==> src/rtl/tmr24_pkg.sv <==
// Package: shared encodings for the 24-bit event timer.
// Assumes: register addresses and field codes are fixed by software.
package tmr24_pkg;

    typedef enum logic [1:0] {
        CM_STOP0  = 2'd0,   // count to zero and hold output high
        CM_RATE   = 2'd1,   // periodic reload
        CM_SWSTRB = 2'd2,   // one-shot, restart by high-half write
        CM_HWSTRB = 2'd3    // one-shot, restart by gate edge only
    } cmode_e;

    typedef enum logic [1:0] {
        FN_TIMER = 2'd0,
        FN_COUNT = 2'd1,
        FN_WDOG  = 2'd2,
        FN_RSVD  = 2'd3
    } func_e;

    localparam logic [2:0] A_CTRL  = 3'd0;
    localparam logic [2:0] A_CMODE = 3'd1;
    localparam logic [2:0] A_CFG   = 3'd2;
    localparam logic [2:0] A_SEL   = 3'd3;
    localparam logic [2:0] A_DATA  = 3'd4;
    localparam logic [2:0] A_STAT  = 3'd5;

endpackage

==> src/rtl/tmr24_clksel.sv <==
// Module: picks the tick strobe that drives the counter.
// Assumes: every source is a single-cycle strobe synchronous to clk.
module tmr24_clksel #(
    parameter int NSRC = 4,
    localparam int SW = $clog2(NSRC)
) (
    input  logic [NSRC-1:0] src,
    input  logic [SW-1:0]   sel,
    output logic            tick
);
    // Select one strobe by index.
    always_comb begin
        tick = src[sel];
    end
endmodule

==> src/rtl/tmr24_core.sv <==
// Module: 24-bit down counter with four counting modes.
// Assumes: reload and mode are stable while counting; restart requests
// arrive one cycle after the bus write so the new reload is visible.
module tmr24_core
    import tmr24_pkg::*;
#(
    parameter int CW = 24
) (
    input  logic          clk,
    input  logic          rst_n,
    input  logic          tick,
    input  logic          gate,
    input  cmode_e        cmode,
    input  func_e         func,
    input  logic [CW-1:0] reload,
    input  logic          hi_wr,
    input  logic          data_wr,
    output logic [CW-1:0] cnt,
    output logic          running,
    output logic          tc_evt,
    output logic          tc_out
);
    localparam logic [CW-1:0] MIN_LOAD = CW'(2);
    localparam logic [CW-1:0] ONE      = CW'(1);

    logic          gate_q;
    logic          req_q;
    logic          restart;
    logic [CW-1:0] reload_eff;

    // Clamp small reloads to the minimum usable value.
    always_comb begin
        reload_eff = (reload < MIN_LOAD) ? MIN_LOAD : reload;
    end

    // Restart on gate rise or on a queued strobe/kick.
    always_comb begin
        restart = (gate & ~gate_q) | (gate & req_q);
        tc_evt  = tick & running & gate & (cnt == ONE) & ~restart;
    end

    // Remember gate and queue strobe or watchdog kick requests.
    always_ff @(posedge clk) begin
        if (!rst_n) begin
            gate_q <= 1'b0;
            req_q  <= 1'b0;
        end else begin
            gate_q <= gate;
            req_q  <= gate & ((hi_wr & (cmode == CM_SWSTRB)) |
                              (data_wr & running & (func == FN_WDOG)));
        end
    end

    // Count ticks, handle terminal count per mode, drive output.
    always_ff @(posedge clk) begin
        if (!rst_n) begin
            cnt     <= '0;
            running <= 1'b0;
            tc_out  <= 1'b0;
        end else begin
            if (cmode != CM_STOP0) tc_out <= 1'b0;
            if (restart) begin
                cnt     <= reload_eff;
                running <= 1'b1;
                tc_out  <= 1'b0;
            end else if (tick && running && gate) begin
                if (cnt == ONE) begin
                    tc_out <= 1'b1;
                    if (cmode == CM_RATE) begin
                        cnt <= reload_eff;
                    end else begin
                        cnt     <= '0;
                        running <= 1'b0;
                    end
                end else begin
                    cnt <= cnt - ONE;
                end
            end
        end
    end

    p_count_nonzero_r4: assert property (@(posedge clk) disable iff (!rst_n)
        running |-> (cnt != '0));
    p_rate_reload_r5: assert property (@(posedge clk) disable iff (!rst_n)
        (tc_evt && cmode == CM_RATE) |=> (running && cnt >= MIN_LOAD));
    p_oneshot_stop_r6: assert property (@(posedge clk) disable iff (!rst_n)
        (tc_evt && cmode != CM_RATE) |=> (!running && tc_out));
    p_gate_hold_r9: assert property (@(posedge clk) disable iff (!rst_n)
        (!gate) |=> $stable(cnt));
endmodule

==> src/rtl/tmr24_regs.sv <==
// Module: register file, split data port, snapshot and pending flag.
// Assumes: bus_wr and bus_rd are never high together; read data is
// combinational and read side effects happen at the clock edge.
module tmr24_regs
    import tmr24_pkg::*;
#(
    parameter int CW        = 24,
    parameter int DW        = 16,
    parameter int TIMER_IDX = 2,
    localparam int HW       = CW - DW,
    localparam int GATE_BIT = 12 + TIMER_IDX,
    localparam int MODE_LSB = 2 * TIMER_IDX,
    localparam int PEND_BIT = 12
) (
    input  logic          clk,
    input  logic          rst_n,
    input  logic          bus_wr,
    input  logic          bus_rd,
    input  logic [2:0]    bus_addr,
    input  logic [DW-1:0] bus_wdata,
    output logic [DW-1:0] bus_rdata,
    input  logic [CW-1:0] cnt,
    input  logic          running,
    input  logic          tc_evt,
    output logic          gate,
    output cmode_e        cmode,
    output logic [1:0]    clk_sel,
    output func_e         func,
    output logic [CW-1:0] reload,
    output logic          hi_wr,
    output logic          data_wr,
    output logic          irq,
    output logic [3:0]    dout
);
    localparam logic [3:0] SEL_LO = 4'(TIMER_IDX);
    localparam logic [3:0] SEL_HI = 4'(TIMER_IDX + 1);

    logic          ien;
    logic [7:0]    sel_r;
    logic [HW-1:0] snap_hi;
    logic          pend;
    logic          sel_lo, sel_hi;

    always_comb begin
        sel_lo  = (sel_r[3:0] == SEL_LO);
        sel_hi  = (sel_r[3:0] == SEL_HI);
        data_wr = bus_wr && (bus_addr == A_DATA);
        hi_wr   = data_wr && sel_hi;
        dout    = sel_r[7:4];
        irq     = pend & ien;
    end

    // Register writes from the bus.
    always_ff @(posedge clk) begin
        if (!rst_n) begin
            gate    <= 1'b0;
            cmode   <= CM_STOP0;
            clk_sel <= 2'd0;
            func    <= FN_TIMER;
            ien     <= 1'b0;
            sel_r   <= '0;
            reload  <= '0;
        end else if (bus_wr) begin
            case (bus_addr)
                A_CTRL:  gate <= bus_wdata[GATE_BIT];
                A_CMODE: cmode <= cmode_e'(bus_wdata[MODE_LSB +: 2]);
                A_CFG: begin
                    clk_sel <= bus_wdata[7:6];
                    func    <= func_e'(bus_wdata[5:4]);
                    ien     <= bus_wdata[2];
                end
                A_SEL:   sel_r <= bus_wdata[7:0];
                A_DATA: begin
                    if (sel_lo) reload[DW-1:0] <= bus_wdata;
                    if (sel_hi) reload[CW-1:DW] <= bus_wdata[HW-1:0];
                end
                default: ;
            endcase
        end
    end

    // Capture the high half on a low-half count read.
    always_ff @(posedge clk) begin
        if (!rst_n) begin
            snap_hi <= '0;
        end else if (bus_rd && bus_addr == A_DATA && sel_lo) begin
            snap_hi <= cnt[CW-1:DW];
        end
    end

    // Latch terminal count; select-register read clears, set wins.
    always_ff @(posedge clk) begin
        if (!rst_n) begin
            pend <= 1'b0;
        end else if (tc_evt) begin
            pend <= 1'b1;
        end else if (bus_rd && bus_addr == A_SEL) begin
            pend <= 1'b0;
        end
    end

    // Read multiplexer.
    always_comb begin
        bus_rdata = '0;
        case (bus_addr)
            A_CTRL:  bus_rdata[GATE_BIT] = gate;
            A_CMODE: bus_rdata[MODE_LSB +: 2] = cmode;
            A_CFG:   bus_rdata = {8'b0, clk_sel, func, 1'b0, ien, 2'b0};
            A_SEL:   bus_rdata = {8'b0, sel_r};
            A_DATA: begin
                if (sel_lo) bus_rdata = cnt[DW-1:0];
                if (sel_hi) bus_rdata = {{(DW-HW){1'b0}}, snap_hi};
            end
            A_STAT: begin
                bus_rdata[PEND_BIT] = pend;
                bus_rdata[0]        = running;
            end
            default: ;
        endcase
    end

    p_tc_latch_r10: assert property (@(posedge clk) disable iff (!rst_n)
        tc_evt |=> pend);
    p_rd_clear_r11: assert property (@(posedge clk) disable iff (!rst_n)
        (bus_rd && bus_addr == A_SEL && !tc_evt) |=> !pend);
    p_sel_outputs_r2: assert property (@(posedge clk) disable iff (!rst_n)
        (bus_wr && bus_addr == A_SEL) |=> (dout == $past(bus_wdata[7:4])));
endmodule

==> src/rtl/evt_timer24.sv <==
// Module: top of the 24-bit event timer channel.
// Assumes: tick inputs are single-cycle strobes in the clk domain.
module evt_timer24
    import tmr24_pkg::*;
#(
    parameter int CW        = 24,
    parameter int DW        = 16,
    parameter int TIMER_IDX = 2
) (
    input  logic          clk,
    input  logic          rst_n,
    input  logic          bus_wr,
    input  logic          bus_rd,
    input  logic [2:0]    bus_addr,
    input  logic [DW-1:0] bus_wdata,
    output logic [DW-1:0] bus_rdata,
    input  logic          osc_tick,
    input  logic          t1_out,
    input  logic          eoc_pulse,
    input  logic          eos_pulse,
    output logic          tc_out,
    output logic          irq,
    output logic [3:0]    dout
);
    logic [CW-1:0] cnt, reload;
    logic          running, tc_evt, gate, hi_wr, data_wr, tick;
    logic [1:0]    clk_sel;
    cmode_e        cmode;
    func_e         func;

    tmr24_regs #(.CW(CW), .DW(DW), .TIMER_IDX(TIMER_IDX)) u_regs (
        .clk(clk), .rst_n(rst_n), .bus_wr(bus_wr), .bus_rd(bus_rd),
        .bus_addr(bus_addr), .bus_wdata(bus_wdata), .bus_rdata(bus_rdata),
        .cnt(cnt), .running(running), .tc_evt(tc_evt), .gate(gate),
        .cmode(cmode), .clk_sel(clk_sel), .func(func), .reload(reload),
        .hi_wr(hi_wr), .data_wr(data_wr), .irq(irq), .dout(dout)
    );

    tmr24_clksel #(.NSRC(4)) u_clksel (
        .src({eos_pulse, eoc_pulse, t1_out, osc_tick}),
        .sel(clk_sel), .tick(tick)
    );

    tmr24_core #(.CW(CW)) u_core (
        .clk(clk), .rst_n(rst_n), .tick(tick), .gate(gate), .cmode(cmode),
        .func(func), .reload(reload), .hi_wr(hi_wr), .data_wr(data_wr),
        .cnt(cnt), .running(running), .tc_evt(tc_evt), .tc_out(tc_out)
    );
endmodule

==> config.mk <==
export PLATFORM = sky130hd
export DESIGN_NAME = evt_timer24
export DESIGN_NICKNAME = d
export VERILOG_FILES = /design/src/rtl/tmr24_pkg.sv /design/src/rtl/tmr24_clksel.sv /design/src/rtl/tmr24_core.sv /design/src/rtl/tmr24_regs.sv /design/src/rtl/evt_timer24.sv
export SDC_FILE = /design/constraint.sdc
export NUM_CORES = 1
export LEC_CHECK = 0
export ABC_CLOCK_PERIOD_IN_PS = 4700
export BUFFER_PORTS_ARGS = -buffer_cell sky130_fd_sc_hd__buf_2
export CAP_MARGIN = 20
export CORE_ASPECT_RATIO = 0.6
export CORE_MARGIN = 5
export CORE_UTILIZATION = 45
export CTS_BUF_LIST = sky130_fd_sc_hd__clkbuf_16
export DETAILED_ROUTE_END_ITERATION = 10
export PLACE_DENSITY_LB_ADDON = 0.3
export SKIP_LAST_GASP = 1
export SYNTH_ARGS = -nofsm -noshare
export SYNTH_HDL_FRONTEND = slang
export SYNTH_SLANG_ARGS = --single-unit
==> constraint.sdc <==
create_clock -name clk -period 4.7 [get_ports clk]
set_clock_uncertainty 0.05 [all_clocks]
set_input_delay 0.47 -clock clk [delete_from_list [all_inputs] [get_ports clk]]
set_output_delay 0.47 -clock clk [all_outputs]
set_load 0.05 [all_outputs]
==> results.md, run 1 <==
- The element type at the critical path start is a flop.
- The tool flagged a number of max-cap violations equal to 0.
- The proportion of register bits with asynchronous set or reset after synthesis is 0%.
- The sort of element at the end of the critical path is a flop.
- The worst-case IR drop observed on VDD is 183 µV.
- The transition time at the pin with the least slew margin is 0.951 ns.
- The floorplan step defined a die boundary enclosing 11000 µm².
- By startpoint and endpoint, the worst setup path is classified as flop to flop.
- The area taken by multi-input logic gates is 2330 µm².
- The number of top-level pins is 49.
- The post-cts repair resize count is 0.
- The total DRC errors in the routed layout is 0.
- The count of antenna diodes in the layout is 0.
- The total routing resource utilization after global routing is 23.6%.
- The pre-antenna-repair detailed-routing pass consisted of 5 iterations.
- Detailed placement finished with a half-perimeter wire length of 9720 µm.
- Once detail routing completed, the nets flagged for antenna violations numbered 0.
- Setup repair after global routing left no endpoint under its margin.
- Detailed routing inserted a total of 3941 vias.
- The area share of xor/xnor cells in the synthesized design is 1.52%.
- For hold timing, the worst endpoint is u_regs.reload[15].
- The count of warnings emitted by yosys is 0.
- The average cell area after synthesis is 8.11 µm².
- Counting instances, the worst hold path has a depth of 3.
- The number of antenna violations at the first check in global routing is 0.
- The worst register-to-register path has a depth of 6.
- The final period demand of the worst path is 3.06 ns.
- The first global-routing pass estimated 20600 µm of wire.
- The proportion of netlist area held by the largest area contributor is 38.2%.
- The post-synthesis compound-gate area fraction is 21.7%.
- The number of instances in the synthesized netlist is 497.
- The layout has 835 filler cells.
- Of the total synthesized cell area, the portion taken by full adders, half adders and majority gates is 0.621%.
- In this run the deepest clock path goes through 2 buffers.
- Based on the critical path, the design can be clocked at up to 327 MHz.
- Synthesis produced a netlist with a net count of 526.
- Sorting the synthesized cells by area gives the leading types as sky130_fd_sc_hd__dfxtp_1, sky130_fd_sc_hd__nand2_1, sky130_fd_sc_hd__a21boi_0.
- The pin count of the biggest net entering global routing is 47.
- The setup slack of the worst register-to-register path is 1.64 ns.
- The iteration-0 DRC count of the detailed router is 337.
- The number of different library cells used by synthesis comes to 53.
- sky130_fd_sc_hd__dfxtp_1 takes more of the synthesized area than any other cell.
- The final-layout setup total negative slack is 0 ns.
- The worst hold slack is 0.323 ns.
- The register area is 1540 µm².
- The final estimated routing congestion in global placement is 1.01.
- The residual overflow from global routing is 0.
- The worst register-to-register path ends at u_core.cnt[10].
- The source-to-sink clock delay at the later pin of the worst-skew pair is 0.34 ns.
- Dividing the final minimum period by the clock period gives 65.1%.
- The clock transition at the registers of the reported paths is 0.06 ns.
- The tightest slew margin relative to the limit is 36.1%.
- The initial utilization of the core area, before any placement, comes to 46.7%.
- After detailed routing, the number of vias per cell comes to 6.11.
- The portion of synthesized area spent on multiplexers is 6.30%.
- The clock tree synthesis step divided the H-tree into 3 levels.
- Measured along the x axis, the die boundary spans 132 µm.
- The dominant combinational cell family by area after synthesis is simple AND/OR/NAND/NOR gates.
- The run finished with clean final reports.
- After the last flow step, the layout net total stands at 558.
- The worst endpoint required time is 4.92 ns.
- The ratio of total power to cell area is 340 nW/µm².
- The leakage power of the design is 1.81 nW.
- After floorplanning, the core was sized to cover 8620 µm².
- Of all nets on the critical path, the largest fanout is 12.
- The total count of max-transition violations in the final report is 0.
- The floorplan row count is 26.
- The startpoint identified for the worst hold timing path is bus_wdata[15].
- The utilization of the core after routing is 53.8%.
- Relative to the synthesized area, the layout overhead comes to 15.2%.
- The simple-gate area share of the yosys netlist is 27.6%.
- Buffers placed on the I/O ports in this run total 48.
- Data on the critical path arrives at its endpoint at 3.28 ns.
- Setup violations remaining at the end of the flow were counted as 0.
- The post-route netlist has 15.0% of its cells at a drive strength greater than 1.
- In this run the post-CTS setup repair buffer count came out at 0.
- The worst min-delay path class is input port to flop.
- After detailed routing, the total wire length is 13000 µm.
- The die is 83.3 µm tall.
- The post-synthesis instance area is 4030 µm².
- The number of buffers added by the clock tree synthesis step is 9.
- The number of register bits inferred by synthesis is 77.
- In the synthesized netlist the dominant register cell turns out to be sky130_fd_sc_hd__dfxtp_1.
- TritonCTS built the clock tree.
- The tree is rooted in a sky130_fd_sc_hd__clkbuf_16.
- The wire length per cell is 20.1 µm.
- Overall power consumption after layout is estimated at 1.58 mW.
- The number of global-route vias before repair was 3711.
- Counting flops with a built-in enable in the synthesized netlist gives 0.
- After clock tree synthesis, the flow added hold-fix buffers numbering 0.
- For this run, the register share of the synthesized area comes to 38.2%.
- The clock net in this run drives a total of 77 sinks.
- The startpoint of the lowest-slack register-to-register path is u_core.cnt[4].
- The final count of hold timing violations is 0.
cells in the final DEF, fill, tap and decap left out, drive strengths merged, types with 2 or more instances in the layout:
cell type | Yosys | routed
bufinv | 0 | 2
nor3 | 17 | 17
o311ai | 2 | 2
dfxtp | 77 | 77
buf | 8 | 55
nor2 | 26 | 26
and3 | 12 | 12
a222oi | 2 | 2
a22oi | 10 | 10
mux2 | 3 | 3
and2 | 6 | 6
o22ai | 8 | 8
ha | 2 | 2
or3 | 8 | 8
nor4bb | 2 | 2
nor2b | 18 | 18
a21boi | 35 | 35
a22o | 2 | 2
nor4b | 3 | 3
clkbuf | 26 | 9
nor4 | 11 | 11
a31oi | 3 | 3
inv | 4 | 6
mux2i | 22 | 22
nand3 | 12 | 12
o21ai | 32 | 32
xor2 | 6 | 6
o21a | 2 | 2
o31ai | 3 | 3
nand3b | 2 | 2
nand2 | 84 | 84
nand2b | 5 | 5
a32oi | 2 | 2
a21oi | 17 | 17
or4 | 7 | 7
a221oi | 7 | 7
worst max path at each step:
stage                     from        endpoint  cells after the start
3_5_place_dp     u_core.cnt[4]  u_core.cnt[10]                      6
3_3_place_gp     u_core.cnt[4]   u_core.cnt[4]                      6
5_1_grt          u_core.cnt[4]  u_core.cnt[10]                      6
6_report         u_core.cnt[4]  u_core.cnt[10]                      6
2_1_floorplan  u_regs.sel_r[0]    bus_rdata[1]                      3
4_1_cts          u_core.cnt[4]  u_core.cnt[10]                      6
logic make-up (layout without fill, tap and decap cells):
| family | Yosys count | in the layout |
|---|---|---|
| mux | 25 | 25 |
| fa+ha+maj | 2 | 2 |
| xor+xnor | 7 | 7 |
| buf+inv | 38 | 74 |
| flops | 77 | 77 |
| compound gates | 130 | 130 |
| simple gates | 218 | 218 |
cells in the mapped netlist (all sizes together) (3+ instances only):
library cell   n
a21boi        35
a22oi         10
nand2b         5
and3          12
nand3         12
a21oi         17
a31oi          3
inv            4
and2           6
nor4          11
buf            8
dfxtp         77
mux2i         22
clkbuf        26
xor2           6
or3            8
nor3          17
a221oi         7
mux2           3
o22ai          8
o31ai          3
nor2b         18
nor2          26
or4            7
nor4b          3
nand2         84
o21ai         32
per-layer routing:
layer	track usage, %	up-vias	share of wire (%)
li1	-	1863	-
met1	34.5	1887	47
met2	31.7	177	39
met3	9.78	14	12
met4	5.36	0	1.2
met5	0	-	0
stage by stage:
stage | std cells | setup WS [ns] | instance area [µm²]
after global routing | 645 | 1.54 | 4640
after CTS | 645 | 1.68 | 4640
final | 645 | 1.64 | 4640
after global placement | 630 | 1.76 | 4320
after detailed placement | 630 | 1.70 | 4320
after floorplan | 497 | 1.73 | 4030
power breakdown:
part | internal (mW) | switching (mW) | total [mW]
combinational | 0.0561 | 0.0918 | 0.148
sequential | 0.660 | 0.0112 | 0.671
clock | 0.468 | 0.289 | 0.758
sequential cells by signal, indices dropped and copies added (netlist names):
signal	cells
u_core.cnt	24
u_regs.reload	24
u_regs.sel_r	8
u_regs.snap_hi	8
u_regs.clk_sel	2
u_regs.cmode	2
u_regs.func	2
u_core.gate_q	1
u_core.req_q	1
u_core.running	1
u_core.tc_out	1
u_regs.gate	1
u_regs.ien	1
u_regs.pend	1
layout make-up:
class | instances | area share (%)
clock buffer | 9 | 4.85
timing repair buffer | 55 | 6.31
sequential | 77 | 33.2
tap | 112 | 3.02
clock inverter | 6 | 2.08
multi-input combinational | 382 | 50.2
inverter | 4 | 0.323
worst max-delay path, stage by stage, from the launching register on:
cell and delay [ns]:
sky130_fd_sc_hd__dfxtp_1 0.37, sky130_fd_sc_hd__or3_1 0.48, sky130_fd_sc_hd__or4_1 0.67, sky130_fd_sc_hd__o41a_1 0.60, sky130_fd_sc_hd__nor2_2 0.48, sky130_fd_sc_hd__a221oi_1 0.18, sky130_fd_sc_hd__nor2_1 0.17
No activity file was read; power rests on OpenSTA's default activity.
==> run 2: changes to the inputs <==
--- a/config.mk
+++ b/config.mk
@@ -5,7 +5,7 @@
 export SDC_FILE = /design/constraint.sdc
 export NUM_CORES = 1
 export LEC_CHECK = 0
-export ABC_CLOCK_PERIOD_IN_PS = 4700
+export ABC_CLOCK_PERIOD_IN_PS = 2600
 export BUFFER_PORTS_ARGS = -buffer_cell sky130_fd_sc_hd__buf_2
 export CAP_MARGIN = 20
 export CORE_ASPECT_RATIO = 0.6
==> constraint.sdc (replaced) <==
create_clock -name clk -period 2.6 [get_ports clk]
set_clock_uncertainty 0.05 [all_clocks]
set_input_delay 0.26 -clock clk [delete_from_list [all_inputs] [get_ports clk]]
set_output_delay 0.26 -clock clk [all_outputs]
set_load 0.05 [all_outputs]
==> run 2 against run 1 <==
  * Die area unchanged
  * Via count up 4.8%
  * Largest power group unchanged
  * Critical path type unchanged
  * Sequential power up 80%
  * Sequential cell count unchanged
==> results.md, run 2 (synthesis results as in run 1) <==
- The run finished with clean final reports.
- The final period demand of the worst path is 2.58 ns (-0.484 ns).
- The worst endpoint required time came to 2.79 ns (-2.13 ns).
- The number of clock sinks seen by CTS is 77 (unchanged).
- STA classifies the critical path startpoint as a flop.
- The tightest slew margin relative to the limit was 45.4% (+9.3 points).
- The count of antenna diodes in the layout is 0 (unchanged).
- The final estimated routing congestion in global placement is 0.953 (-5.4%).
- In the layout the commonest cells are sky130_fd_sc_hd__nand2_1, sky130_fd_sc_hd__dfxtp_1, sky130_fd_sc_hd__buf_2.
- The clock tree buffer depth is 2 (unchanged).
- The residual overflow from global routing was 0 (unchanged).
- The floorplan row count is 26 (unchanged).
- The die footprint is 11000 µm² (unchanged).
- The wire length of the first global-routing pass is 20800 µm (+1.1%).
- The transition time at the pin with the least slew margin is 0.816 ns (-0.135 ns).
- The largest registers in the layout are u_core.cnt: 24 flops, u_regs.reload: 24 flops.
- The number of global-route vias before repair is 3841 (+3.5%).
- The met1 layer wirelength in the final routing is 6080 µm (-1.3%).
- The cell sitting at the root of the clock tree is a sky130_fd_sc_hd__clkbuf_16.
- The wire length per cell is 19.8 µm (-1.9%).
- The final layout net count is 595 (+6.6%).
- The worst hold slack is 0.105 ns (-0.217 ns).
- The x dimension of the die is 132 µm (unchanged).
- The worst-case vdd ir drop is 346 µV (+89%).
- The estimated wirelength of the detail-placed design came to 9890 µm (+1.8%).
- The portion of the clock cycle consumed by the worst path in the final layout is 99.1% (+34 points).
- The ratio of total power to cell area was 581 nW/µm² (+71%).
- The number of non-filler instances in the completed layout was 683 (+5.9%).
- The routed wire length on met3 is 1700 µm (+8.7%).
- The count of port buffers added during placement is 48 (unchanged).
- The number of top-level pins is 49 (unchanged).
- The maximum clock frequency is 388 MHz (+19%).
- The wire length reported by the detailed router came to 13500 µm (+3.9%).
- The sum of met2 wire segment lengths after detailed routing was 5490 µm (+7.4%).
- The total vias in the final route came to 4130 (+4.8%).
- The total DRC errors in the routed layout is 0 (unchanged).
- The most common cell after layout, fill and taps aside is sky130_fd_sc_hd__nand2_1.
- The number of antenna violations at the first check in global routing is 0 (unchanged).
- The remaining antenna violation count is 0 (unchanged).
- The number of iterations in the first detailed-routing pass is 8 (+3).
- The total placed cells including tap cells was 664 (+5.4%).
- The worst min-delay path class is input port to flop.
- The type of the worst setup path is flop to flop.
- The number of endpoints failing setup at the final stage is 0 (unchanged).
- The pin count of the biggest net entering global routing was 36 (-23%).
- The share of layout cells above drive strength 1 came to 23.5% (+8.5 points).
- Routed signal wires occupy layers up through met4.
- The placeable core area was 8620 µm² (unchanged).
- The critical path's largest stage delay is 0.55 ns (-0.12 ns).
- The per-cell via count in the routed design was 6.05 (-1.0%).
- Setup repair after global routing could not meet its margin everywhere.
- The die outline height was 83.3 µm (unchanged).
- The number of buffers added by the clock tree synthesis step came to 9 (unchanged).
- The clock transition at the registers of the reported paths is 0.06 ns (about the same).
- The final count of hold timing violations is 0 (unchanged).
- For this design, the slowest cell found on the critical path is sky130_fd_sc_hd__or4_4.
- The total number of H-tree levels is 3 (unchanged).
- The total count of max-transition violations in the final report came to 0 (unchanged).
- The source-to-sink clock delay at the later pin of the worst-skew pair is 0.35 ns (about the same).
- The largest driver fanout on the critical path is 2 (-10).
- The initial core utilization is 46.7% (unchanged).
- The iteration-0 DRC count of the detailed router came to 535 (+59%).
- Traced cell by cell, the critical path runs through or4_4 > or4_4 > or3_4 > nor4_4 > mux2i_2 > o21ai_1.
- Compared with the post-synthesis result, the final layout area differs by 25.1%.
- The number of maximum-capacitance constraint violations is 0 (unchanged).
- The worst-case setup margin in the final layout was 0.0238 ns (-1.62 ns).
- The leakage power of the design is 2.03 nW (+12%).
- The total routing resource utilization after global routing came to 23.9% (+0.29 points).
- The critical path data arrival time was 2.77 ns (-0.51 ns).
- The worst setup timing slack at the placement stage is -0.0649 ns (-1.76 ns).
- The TritonCTS clock tree is done.
- The sort of element at the end of the critical path is a flop.
- The cell type with the highest occurrence count on the critical path is sky130_fd_sc_hd__or4_4.
==> run 2: cell types whose count changed in the layout (fill, tap and decap cells not counted), moves of 4 or more <==
| cell | delta |
|---|---|
| sky130_fd_sc_hd__buf_4 | +36 |
| sky130_fd_sc_hd__o22ai_1 | -4 |
| sky130_fd_sc_hd__o22ai_2 | +4 |
| sky130_fd_sc_hd__or4_1 | -4 |
| sky130_fd_sc_hd__or4_4 | +4 |
==> run 2: routing by layer <==
layer | track usage, % | up-vias
li1 | - | 1941
met1 | 34.8 | 1946
met2 | 32.6 | 219
met3 | 8.33 | 24
met4 | 7.30 | 0
met5 | 0 | -
==> run 2: final timing paths <==
kind	startpoint	cells past startpoint	to	slack [ns]
worst max-delay path	u_core.cnt[0]	6	u_core.cnt[21]	0.02
worst min register to register	u_regs.snap_hi[6]	2	u_regs.snap_hi[6]	0.42
worst min-delay path	bus_wdata[15]	3	u_regs.reload[15]	0.11
worst max register to register	u_core.cnt[0]	6	u_core.cnt[21]	0.02
==> run 2: what timing repair did <==
| action | in CTS | in global routing |
|---|---|---|
| setup buffers | 2 | 1 |
| resized for setup | 1 | 15 |
| endpoints found under the setup margin | 7 | 25 |
| hold buffers | 0 | 0 |
| pin swaps | 1 | 3 |
==> run 2: stage by stage <==
stage / cell area (µm²) / setup TNS (ns) / util (%) / power [mW]
after floorplan: 4060 / 0 / - / 1.42
after global placement: 4620 / 0 / 53.6 / 1.53
after detailed placement: 4620 / -0.224 / 53.6 / 1.54
after CTS: 4960 / -0.00399 / 57.5 / 2.91
after global routing: 5040 / -0.155 / 58.5 / 3.02
final: 5040 / 0 / 58.5 / 2.93
==> run 2: area by class of cell <==
cell class | instances | area, µm²
inverters | 4 | 15.0
repair buffers | 92 | 583
clock inverters | 7 | 97.6
fillers | 760 | 3580
multi-input cells | 382 | 2440
well taps | 112 | 140
clock buffers | 9 | 225
flip-flops and latches | 77 | 1540
==> run 2: critical path: cells and delay by family (launching register included) <==
kind               cells  cell delay, ns
AOI/OAI and AO/OA      1            0.08
DFF                    1            0.31
muxes                  1            0.29
and+or+nand+nor        4            1.73
==> run 2: report_power, final <==
group	leakage, nW	internal (mW)	switching, mW
Combinational	1.25	0.149	0.191
Sequential	0.622	1.19	0.0134
Clock	0.158	0.845	0.538
Total	2.03	2.19	0.742
==> run 3: changes to the inputs <==
--- a/config.mk
+++ b/config.mk
@@ -5,7 +5,7 @@
 export SDC_FILE = /design/constraint.sdc
 export NUM_CORES = 1
 export LEC_CHECK = 0
-export ABC_CLOCK_PERIOD_IN_PS = 2600
+export ABC_CLOCK_PERIOD_IN_PS = 3200
 export BUFFER_PORTS_ARGS = -buffer_cell sky130_fd_sc_hd__buf_2
 export CAP_MARGIN = 20
 export CORE_ASPECT_RATIO = 0.6
@@ -14,6 +14,7 @@
 export CTS_BUF_LIST = sky130_fd_sc_hd__clkbuf_16
 export DETAILED_ROUTE_END_ITERATION = 10
 export PLACE_DENSITY_LB_ADDON = 0.3
+export RECOVER_POWER = 100
 export SKIP_LAST_GASP = 1
 export SYNTH_ARGS = -nofsm -noshare
 export SYNTH_HDL_FRONTEND = slang
==> constraint.sdc (replaced) <==
create_clock -name clk -period 3.2 [get_ports clk]
set_clock_uncertainty 0.05 [all_clocks]
set_input_delay 0.32 -clock clk [delete_from_list [all_inputs] [get_ports clk]]
set_output_delay 0.32 -clock clk [all_outputs]
set_load 0.05 [all_outputs]
==> run 3 against run 2 <==
  * The run now ends with max-capacitance violations, max-slew violations left
  * Total power shrank 18%
  * Largest cell class unchanged
  * Critical path type is now flop to output pin
  * Routed wire length down 2.2%
  * Die area unchanged
==> results.md, run 3 (synthesis results as in run 1) <==
- The critical path startpoint is u_regs.sel_r[0].
- The startpoint of the lowest-slack register-to-register path is u_core.cnt[16].
- The worst-case setup margin in the final layout is 0.214 ns (+0.190 ns).
- The estimated wirelength of the detail-placed design is 9810 µm (-0.85%).
- The worst min-delay path class is input port to flop.
- The total vias in the final route came to 4010 (-2.9%).
- The number of buffers added by the clock tree synthesis step is 9 (unchanged).
- The element type at the critical path start is a flop.
- The x dimension of the die is 132 µm (unchanged).
- The largest driver fanout on the critical path was 19 (+17).
- The number of clock sinks seen by CTS is 77 (unchanged).
- The number of iterations in the first detailed-routing pass was 5 (-3).
- The wire length reported by the detailed router came to 13200 µm (-2.2%).
- The final reports fail on max-capacitance violations, max-slew violations.
- The root buffer cell chosen for the clock tree is sky130_fd_sc_hd__clkbuf_16.
- The ratio of total power to cell area is 516 nW/µm² (-11%).
- The critical path data arrival time is 2.62 ns (-0.15 ns).
- The transition time at the pin with the least slew margin is 1.83 ns (+1.01 ns).
- The final estimated routing congestion in global placement is 0.994 (+4.2%).
- The library cell used most frequently in the layout, excluding fill and tap cells, is sky130_fd_sc_hd__nand2_1.
- The remaining antenna violation count is 0 (unchanged).
- The number of endpoints failing setup at the final stage was 0 (unchanged).
- The placeable core area is 8620 µm² (unchanged).
- The per-cell via count in the routed design was 6.15 (+1.7%).
- The number of top-level pins is 49 (unchanged).
- Compared with the post-synthesis result, the final layout area differs by 15.8%.
- The number of fill cells in the layout is 817 (+7.5%).
- The die outline height is 83.3 µm (unchanged).
- The met1 layer wirelength in the final routing is 6530 µm (+7.4%).
- The floorplan row count is 26 (unchanged).
- The number of non-filler instances in the completed layout is 652 (-4.5%).
- The total routing resource utilization after global routing was 23.7% (-0.13 points).
- The pin count of the biggest net entering global routing came to 55 (+53%).
- The worst-case vdd ir drop was 324 µV (-6.6%).
- The number of maximum-capacitance constraint violations is 1 (+1).
- The number of global-route vias before repair was 3556 (-7.4%).
- The share of layout cells above drive strength 1 is 12.2% (-11 points).
- The total number of H-tree levels is 3 (unchanged).
- The post-cts repair resize count is 0 (-1).
- The post-CTS setup buffer count is 0 (-2).
- The final count of hold timing violations is 0 (unchanged).
- The standard cell area after detailed placement is 4370 µm² (-5.5%).
- The residual overflow from global routing is 0 (unchanged).
- STA classifies the critical path endpoint as an output pin.
- The critical path ends at bus_rdata[0].
- The critical register-to-register path endpoint is u_core.cnt[5].
- The total count of max-transition violations in the final report came to 55 (+55).
- The highest metal layer carrying signal wires in the routed design is met4.
- The worst hold path startpoint is bus_wdata[15].
- The die footprint came to 11000 µm² (unchanged).
- The leakage power of the design is 1.77 nW (-13%).
- The wire length per cell was 20.2 µm (+2.5%).
- The logic depth of the worst register-to-register path came to 6 (unchanged).
- The tightest slew margin relative to the limit came to -21.7% (-67 points).
- The count of port buffers added during placement is 48 (unchanged).
- The portion of the clock cycle consumed by the worst path in the final layout is 93.3%.
- Setup repair after global routing left no endpoint under its margin.
- The final cell area excluding filler cells is 4670 µm² (-7.4%).
- The worst setup timing slack at the placement stage was 0.305 ns (+0.370 ns).
- The clock tree buffer depth came to 2 (unchanged).
- The final-layout setup total negative slack came to 0 ns (unchanged).
- The wire length of the first global-routing pass is 20600 µm (-1.3%).
- The count of hold buffers inserted by post-cts repair was 0 (unchanged).
- The setup slack of the worst register-to-register path was 0.27 ns (+0.25 ns).
- The worst hold path stage count was 3 (unchanged).
- In the final layout, the registers with the most flip-flops are u_core.cnt: 24 flops, u_regs.reload: 24 flops.
- TritonCTS built the clock tree.
- The number of antenna violations at the first check in global routing is 0 (unchanged).
- The routed wire length on met3 is 1230 µm (-28%).
- The flow ran to the end, but the final reports show violations.
- The total DRC errors in the routed layout is 0 (unchanged).
- The iteration-0 DRC count of the detailed router came to 505 (-5.6%).
- The final layout net count is 564 (-5.2%).
- The sum of met2 wire segment lengths after detailed routing was 5270 µm (-4.0%).
- Leaving out fill and tap cells, the most frequent cells in the layout are sky130_fd_sc_hd__nand2_1, sky130_fd_sc_hd__dfxtp_1, sky130_fd_sc_hd__a21boi_0.
- The count of antenna diodes in the layout is 0 (unchanged).
- The worst endpoint required time is 2.83 ns (+0.04 ns).
- The clock transition at the registers of the reported paths was 0.06 ns (about the same).
- The source-to-sink clock delay at the later pin of the worst-skew pair is 0.34 ns (about the same).
- The maximum clock frequency is 335 MHz.
- The critical path in this run is classified as flop to output pin.
- The routed design could run at a clock period as short as 2.99 ns.
- The total placed cells including tap cells is 636 (-4.2%).
- The initial core utilization is 46.7% (unchanged).
- The sum of internal, switching and leakage power was 2.41 mW (-18%).
## run 3: cell types whose count changed in the layout (fill, tap and decap cells not counted), moves of 4 or more
cell,change
sky130_fd_sc_hd__o22ai_1,+4
sky130_fd_sc_hd__clkbuf_1,+18
sky130_fd_sc_hd__buf_2,-23
sky130_fd_sc_hd__or4_4,-4
sky130_fd_sc_hd__or4_1,+4
sky130_fd_sc_hd__o22ai_2,-4
sky130_fd_sc_hd__clkbuf_2,+9
sky130_fd_sc_hd__buf_4,-34
## run 3: metrics by stage
step / hold slack (ns) / utilization [%]
after global placement: 0.406 / 50.6
after global routing: 0.181 / 54.1
final: 0.183 / 54.1
after CTS: 0.170 / 54.6
after floorplan: 0.392 / -
after detailed placement: 0.404 / 50.6
## run 3: power by group
part | switching (mW) | leakage, nW | internal [mW]
clock | 0.430 | 0.172 | 0.768
sequential | 0.0144 | 0.621 | 0.969
combinational | 0.139 | 0.976 | 0.0870
## run 3: worst max-delay path: stages (launching register included)
cell and delay (ns):
sky130_fd_sc_hd__dfxtp_1 0.36, sky130_fd_sc_hd__nor4b_1 0.33, sky130_fd_sc_hd__clkbuf_1 0.69, sky130_fd_sc_hd__a22oi_1 0.20, sky130_fd_sc_hd__o21ai_0 0.23, sky130_fd_sc_hd__a32o_1 0.19
sky130_fd_sc_hd__clkbuf_2 0.27
## run 3: how the worst min path moves through the flow
stage	to	slack [ns]
2_1_floorplan	u_core.cnt[20]	0.39
3_3_place_gp	u_core.tc_out	0.41
3_5_place_dp	u_core.tc_out	0.40
4_1_cts	u_regs.reload[15]	0.17
5_1_grt	u_regs.reload[15]	0.18
6_report	u_regs.reload[15]	0.18
## run 3: per-layer routing
metal | GRT usage [%] | vias to the layer above
li1 | - | 1869
met1 | 36.9 | 1938
met2 | 32.7 | 188
met3 | 5.50 | 15
met4 | 5.18 | 0
met5 | 0 | -
## run 3: final cells by class
| class | instances | area (µm²) | share of cell area [%] |
|---|---|---|---|
| tap | 112 | 140 | 3.00 |
| timing repair buffer | 61 | 305 | 6.54 |
| sequential | 77 | 1540 | 33.0 |
| multi-input combinational | 382 | 2320 | 49.7 |
| inverter | 4 | 15.0 | 0.322 |
| clock inverter | 7 | 120 | 2.57 |
| clock buffer | 9 | 225 | 4.83 |
